`src/rtl/intc_pkg.sv`:
```
package intc_pkg;
  localparam int NUM_BANK = 2;
  localparam int BANK_IDX_W = 1;

  // Word offsets within the register window; these are decoded behaviour.
  localparam logic [7:0] BANK0_BASE = 8'h40;
  localparam logic [7:0] BANK1_BASE = 8'h60;
  localparam logic [7:0] OFS_MASKED = 8'h00;
  localparam logic [7:0] OFS_RAW    = 8'h04;
  localparam logic [7:0] OFS_EN_SET = 8'h08;
  localparam logic [7:0] OFS_EN_CLR = 8'h0C;
  localparam logic [7:0] SOFT_SET_ADDR = 8'h50;
  localparam logic [7:0] SOFT_CLR_ADDR = 8'h54;

  typedef enum logic [2:0] {
    RD_NONE,
    RD_MASKED,
    RD_RAW,
    RD_ENABLE,
    RD_SOFT
  } rd_sel_e;

  typedef struct packed {
    logic [NUM_BANK-1:0]   enSet;
    logic [NUM_BANK-1:0]   enClr;
    logic                  softSet;
    logic                  softClr;
    rd_sel_e               rdSel;
    logic [BANK_IDX_W-1:0] rdBank;
  } strobe_t;

  function automatic logic [7:0] bankBase(input int b);
    return (b == 0) ? BANK0_BASE : BANK1_BASE;
  endfunction
endpackage

```
`src/rtl/intc_ctrl.sv`:
```
module intc_ctrl
  import intc_pkg::*;
#(
  parameter int ADDR_W = 8
) (
  input  logic              clk,
  input  logic              rstN,
  input  logic              busSel,
  input  logic              busWrite,
  input  logic [ADDR_W-1:0] busAddr,
  output strobe_t           stb
);
  logic              doWrite;
  logic              doRead;
  logic [NUM_BANK-1:0] hitMasked;
  logic [NUM_BANK-1:0] hitRaw;
  logic [NUM_BANK-1:0] hitSet;
  logic [NUM_BANK-1:0] hitClr;

  assign doWrite = busSel & busWrite;
  assign doRead  = busSel & ~busWrite;

  for (genvar b = 0; b < NUM_BANK; b++) begin : g_bankDecode
    localparam logic [7:0] BASE = bankBase(b);
    assign hitMasked[b] = (busAddr == ADDR_W'(BASE + OFS_MASKED));
    assign hitRaw[b]    = (busAddr == ADDR_W'(BASE + OFS_RAW));
    assign hitSet[b]    = (busAddr == ADDR_W'(BASE + OFS_EN_SET));
    assign hitClr[b]    = (busAddr == ADDR_W'(BASE + OFS_EN_CLR));
  end

  always_comb begin
    stb = '0;
    stb.rdSel = RD_NONE;
    stb.enSet = doWrite ? hitSet : '0;
    stb.enClr = doWrite ? hitClr : '0;
    stb.softSet = doWrite & (busAddr == ADDR_W'(SOFT_SET_ADDR));
    stb.softClr = doWrite & (busAddr == ADDR_W'(SOFT_CLR_ADDR));
    if (doRead) begin
      if (busAddr == ADDR_W'(SOFT_SET_ADDR)) begin
        stb.rdSel = RD_SOFT;
      end
      for (int b = 0; b < NUM_BANK; b++) begin
        if (hitMasked[b]) begin
          stb.rdSel = RD_MASKED;
          stb.rdBank = BANK_IDX_W'(b);
        end else if (hitRaw[b]) begin
          stb.rdSel = RD_RAW;
          stb.rdBank = BANK_IDX_W'(b);
        end else if (hitSet[b]) begin
          stb.rdSel = RD_ENABLE;
          stb.rdBank = BANK_IDX_W'(b);
        end
      end
    end
  end

  // At most one state-changing strobe per access (R9: no stray writes).
  assert_single_strobe_R9: assert property (@(posedge clk) disable iff (!rstN)
    $onehot0({stb.enSet, stb.enClr, stb.softSet, stb.softClr}));

  // Reads never raise write strobes.
  assert_read_no_write_R9: assert property (@(posedge clk) disable iff (!rstN)
    (busSel && !busWrite) |-> ({stb.enSet, stb.enClr, stb.softSet, stb.softClr} == '0));
endmodule

```
`src/rtl/intc_datapath.sv`:
```
module intc_datapath
  import intc_pkg::*;
#(
  parameter int NUM_SRC = 3,
  parameter int DATA_W  = 32
) (
  input  logic                clk,
  input  logic                rstN,
  input  strobe_t             stb,
  input  logic [DATA_W-1:0]   wData,
  input  logic [NUM_SRC-1:0]  srcIn,
  output logic [DATA_W-1:0]   rData,
  output logic [NUM_BANK-1:0] bankReq
);
  logic                softFlag;
  logic [NUM_SRC-1:0]  rawLevels;
  logic [NUM_SRC-1:0]  wBits;
  logic [NUM_SRC-1:0]  enMask [NUM_BANK];
  logic [NUM_SRC-1:0]  masked [NUM_BANK];

  assign wBits = wData[NUM_SRC-1:0];

  always_ff @(posedge clk or negedge rstN) begin
    if (!rstN) begin
      softFlag <= 1'b0;
    end else if (stb.softSet && wData[0]) begin
      softFlag <= 1'b1;
    end else if (stb.softClr && wData[0]) begin
      softFlag <= 1'b0;
    end
  end

  assign rawLevels = srcIn | {{(NUM_SRC-1){1'b0}}, softFlag};

  for (genvar b = 0; b < NUM_BANK; b++) begin : g_bank
    logic [NUM_SRC-1:0] setBits;
    logic [NUM_SRC-1:0] clrBits;
    assign setBits = stb.enSet[b] ? wBits : '0;
    assign clrBits = stb.enClr[b] ? wBits : '0;

    always_ff @(posedge clk or negedge rstN) begin
      if (!rstN) begin
        enMask[b] <= '0;
      end else begin
        enMask[b] <= (enMask[b] | setBits) & ~clrBits;
      end
    end

    assign masked[b]  = rawLevels & enMask[b];
    assign bankReq[b] = |masked[b];

    // A set write never drops an enable bit.
    assert_set_keeps_R4: assert property (@(posedge clk) disable iff (!rstN)
      stb.enSet[b] |=> ((enMask[b] & $past(enMask[b])) == $past(enMask[b])));

    // A clear write leaves every named bit off.
    assert_clr_drops_R5: assert property (@(posedge clk) disable iff (!rstN)
      stb.enClr[b] |=> ((enMask[b] & $past(wBits)) == '0));

    // Without a write to this bank the mask holds.
    assert_mask_hold_R6: assert property (@(posedge clk) disable iff (!rstN)
      !(stb.enSet[b] || stb.enClr[b]) |=> $stable(enMask[b]));

    // A request needs an enabled, active level.
    assert_req_needs_enable_R7: assert property (@(posedge clk) disable iff (!rstN)
      bankReq[b] |-> ((enMask[b] != '0) && (rawLevels != '0)));
  end

  // Flag follows set and clear writes.
  assert_soft_set_R8: assert property (@(posedge clk) disable iff (!rstN)
    (stb.softSet && wData[0]) |=> softFlag);
  assert_soft_clr_R8: assert property (@(posedge clk) disable iff (!rstN)
    (stb.softClr && wData[0]) |=> !softFlag);
  assert_soft_hold_R8: assert property (@(posedge clk) disable iff (!rstN)
    !(stb.softSet || stb.softClr) |=> $stable(softFlag));

  always_comb begin
    rData = '0;
    unique case (stb.rdSel)
      RD_MASKED: rData[NUM_SRC-1:0] = masked[stb.rdBank];
      RD_RAW:    rData[NUM_SRC-1:0] = rawLevels;
      RD_ENABLE: rData[NUM_SRC-1:0] = enMask[stb.rdBank];
      RD_SOFT:   rData[0]           = softFlag;
      default:   rData = '0;
    endcase
  end
endmodule

```
`src/rtl/dual_bank_intc.sv`:
```
module dual_bank_intc
  import intc_pkg::*;
#(
  parameter int ADDR_W  = 8,
  parameter int DATA_W  = 32,
  parameter int NUM_SRC = 3
) (
  input  logic               clk,
  input  logic               rstN,
  input  logic               busSel,
  input  logic               busWrite,
  input  logic [ADDR_W-1:0]  busAddr,
  input  logic [DATA_W-1:0]  busWdata,
  output logic [DATA_W-1:0]  busRdata,
  input  logic [NUM_SRC-1:0] srcIn,
  output logic               irqOut,
  output logic               fiqOut
);
  strobe_t             stb;
  logic [NUM_BANK-1:0] bankReq;

  intc_ctrl #(.ADDR_W(ADDR_W)) u_ctrl (
    .clk(clk), .rstN(rstN), .busSel(busSel), .busWrite(busWrite),
    .busAddr(busAddr), .stb(stb)
  );

  intc_datapath #(.NUM_SRC(NUM_SRC), .DATA_W(DATA_W)) u_dp (
    .clk(clk), .rstN(rstN), .stb(stb), .wData(busWdata), .srcIn(srcIn),
    .rData(busRdata), .bankReq(bankReq)
  );

  assign irqOut = bankReq[0];
  assign fiqOut = bankReq[1];

  // Nothing requests while reset holds the masks at zero.
  assert_reset_quiet_R1: assert property (@(posedge clk)
    !rstN |-> (!irqOut && !fiqOut));
endmodule

```
`config.mk`:
```
export PLATFORM = sky130hd
export DESIGN_NAME = dual_bank_intc
export DESIGN_NICKNAME = d
export VERILOG_FILES = /design/src/rtl/intc_pkg.sv /design/src/rtl/intc_ctrl.sv /design/src/rtl/intc_datapath.sv /design/src/rtl/dual_bank_intc.sv
export SDC_FILE = /design/constraint.sdc
export NUM_CORES = 1
export LEC_CHECK = 0
export CAP_MARGIN = 20
export CELL_PAD_IN_SITES_DETAIL_PLACEMENT = 1
export CELL_PAD_IN_SITES_GLOBAL_PLACEMENT = 1
export CORE_ASPECT_RATIO = 1.25
export CORE_MARGIN = 1
export CORE_UTILIZATION = 19
export DETAILED_ROUTE_END_ITERATION = 12
export GPL_TIMING_DRIVEN = 0
export PLACE_DENSITY = 0.88
export SYNTH_ARGS = -nofsm -noshare
export SYNTH_HDL_FRONTEND = slang
export SYNTH_SLANG_ARGS = --single-unit
```
`constraint.sdc`:
```
create_clock -name clk -period 4.2 [get_ports clk]
set_input_delay 1.26 -clock clk [delete_from_list [all_inputs] [get_ports clk]]
set_output_delay 1.26 -clock clk [all_outputs]
set_load 0.01 [all_outputs]
```
==> metrics <==
setup_tns=0 ns; Final setup viols=0; Resized cells post-CTS=5; overall power=237 uW; min Tclk post-route=between 4 and 5 ns; RD Place Congestion=0.761; Avg WL per Cell=9.81 um; final wirelength=roughly 1900 um; Worst Path Buf+Inv=3; CTS sink cnt=7; async set or reset register ratio after synthesis=100%; leakage power=0.667 nW; H-Tree Depth=1; crit path max fanout=10; Post-DRT Antenna Nets=0; Synth top area share=28.8%; cell breakdown of the critical path=clkdlybuf4s50_1 -> buf_6 -> mux2_2 -> o22ai_1 -> nor2_1 -> dlygate4sd2_1; Post-synth EDFFs=0; die width=58.4 um; DRC viols=0; vias in the first global route=between 600 and 700; Die Y=approximately 73 um; CP startpoint=busAddr[5]; CTS tree=done; leading area contributor after synthesis=buf_4; Largest delay share family, worst path=buffers and inverters; number of top-level pins=between 80 and 90; # Post-CTS Setup Buffers=0; Gate Count Post-Synth=88; synthesized cell area=756 um2; row cnt=25; WS Path Type=in2out; first-pass GRT wire length=2950 um; DRT Pass-1 Iters=4; Ys Warns=0; Post-synth top cells=29 x buf_4, 7 x dfrtp_1, 7 x inv_1, 7 x mux2i_1; net count reported at finish=190; Avg Cell Area, Syn=8.59 um2; register area share after synthesis=23.2%; hold path start=u_dp.enMask[4]$_DFF_PN0_; ys flop type=dfrtp_1; Place WS=-0.110 ns; worst path arrival time=2.74 ns; vias per inst=roughly 3.6; HP Class=reg2reg; Worst Setup End Kind=output port; largest net degree at the start of global routing=11; CTS Buf Count=3; dpl cells=192; clk_lat worst skew=about 0.22 ns; Hold WS=0.554 ns; ANT cells=0; Yosys cell types=26; reg2reg start=u_dp.softFlag$_DFFE_PN0P_; clk_skew=0 ns; initial DRC count=5; power per cell area=196 mW/mm2; setup ws final=between 0.15 and 0.2 ns; slowest CP cell=clkdlybuf4s50_1; hold_buf cts=0; Final Max Tran Viols=0; Area contributors post-synth=buf_4 29%, dfrtp_1 23%, mux2i_1 9.3%; Critical Path Source Type=input pin; DR vias=slightly above 700; share of cells above drive strength 1=29.6%; Tot GR Track Use=9.29%; Worst VDD drop=0.0688 mV; register bit total from synthesis=7; CORE AREA=0.00378 mm2; Reg clk slew, reported paths=0.04 ns; Max-Cap Viols=0; Critical Path RT=2.94 ns; Max Buffers Root-to-Sink=2; Max Clk Rate=0.250 GHz; synthesis-to-layout area growth=59.8%; RSZ-0062 raised after global routing=false; GR Overflow Total=0; die area=0.00424 mm2; DP HPWL=about 1600 um; IO buf count=22; status=finished, final reports clean; Critical Path Max Stage Delay=0.52 ns; Final Cycle Share=95.3%; final hold viol count=0; final std cells w/o fill=196; initial antenna violation count=0; root buffer cell=clkbuf_8; initial core utilization=approximately a fifth; most common cell in the netlist=buf_4
==> worst register-to-register path, cell delays in order, from the launching register on <==
cell and delay, ns:
dfrtp_1 0.41, inv_1 0.07, mux2i_1 0.06
==> layout by cell type (no fill, tap or decap), drive strengths merged <==
cell,instances
a21oi,2
a22oi,2
a311o,1
and2,1
and4bb,3
buf,32
clkbuf,4
clkdlybuf4s50,19
conb,29
dfrtp,7
dlygate4sd2,2
dlymetal6s2s,1
inv,7
mux2,2
mux2i,7
nand2,3
nand3,2
nand4,3
nand4b,3
nor2,3
nor2b,1
nor4b,1
o2111a,1
o211ai,1
o21ai,2
o22ai,2
or3b,1
==> path summary, 6_finish.rpt <==
kind	slack, ns	to	depth (start not counted)
max	0.20	busRdata[2]	6
min	0.55	u_dp.enMask[4]$_DFF_PN0_	2
max reg2reg	3.54	u_dp.softFlag$_DFFE_PN0P_	2
min reg2reg	0.55	u_dp.enMask[4]$_DFF_PN0_	2
max in group asynchronous	2.62	u_dp.enMask[3]$_DFF_PN0_	1
min in group asynchronous	1.31	u_dp.enMask[1]$_DFF_PN0_	1
==> per-layer routing <==
layer	global-route usage [%]	vias up	share of wire (%)
met4	6.35	0	2.5
li1	-	356	-
met1	9.75	317	38
met2	15.5	37	48
met5	0	-	0
met3	3.21	4	11
==> stage by stage <==
| stage | util [%] | instance area, um2 |
|---|---|---|
| 2_1_floorplan | - | 861 |
| 3_3_place_gp | 30.3 | 1150 |
| 3_5_place_dp | 30.3 | 1150 |
| 4_1_cts | 31.8 | 1200 |
| 5_1_grt | 31.9 | 1210 |
| 6_report | 31.9 | 1210 |
==> logic make-up after synthesis <==
kind of cell / after synthesis / synth area share [%]
buffers and inverters: 39 / 34.1
AND/OR/NAND/NOR: 21 / 19.7
AO/OA/AOI/OAI: 11 / 10.3
multiplexers: 9 / 12.3
flip-flops: 7 / 23.2
other: 1 / 0.496
==> final cells by class <==
type,count,area [um2]
buffer,32,239
clock buffer,4,45.0
fill,476,2580
inverter,7,26.3
multi-input combinational,70,434
sequential,7,175
tap,54,67.6
timing repair buffer,22,220
==> sequential cells by signal (all words and copies together) (netlist names) <==
register / flops
u_dp.enMask: 6
u_dp.softFlag: 1
==> power breakdown <==
group / internal, mW / total [mW] / switching, mW / leakage, nW
registers: 0.0696 / 0.0712 / 0.00156 / 0.0623
logic: 0.0402 / 0.0713 / 0.0311 / 0.582
clock network: 0.0657 / 0.0947 / 0.0290 / 0.0228
total: 0.175 / 0.237 / 0.0616 / 0.667
Power figures use the tool's default switching activity.
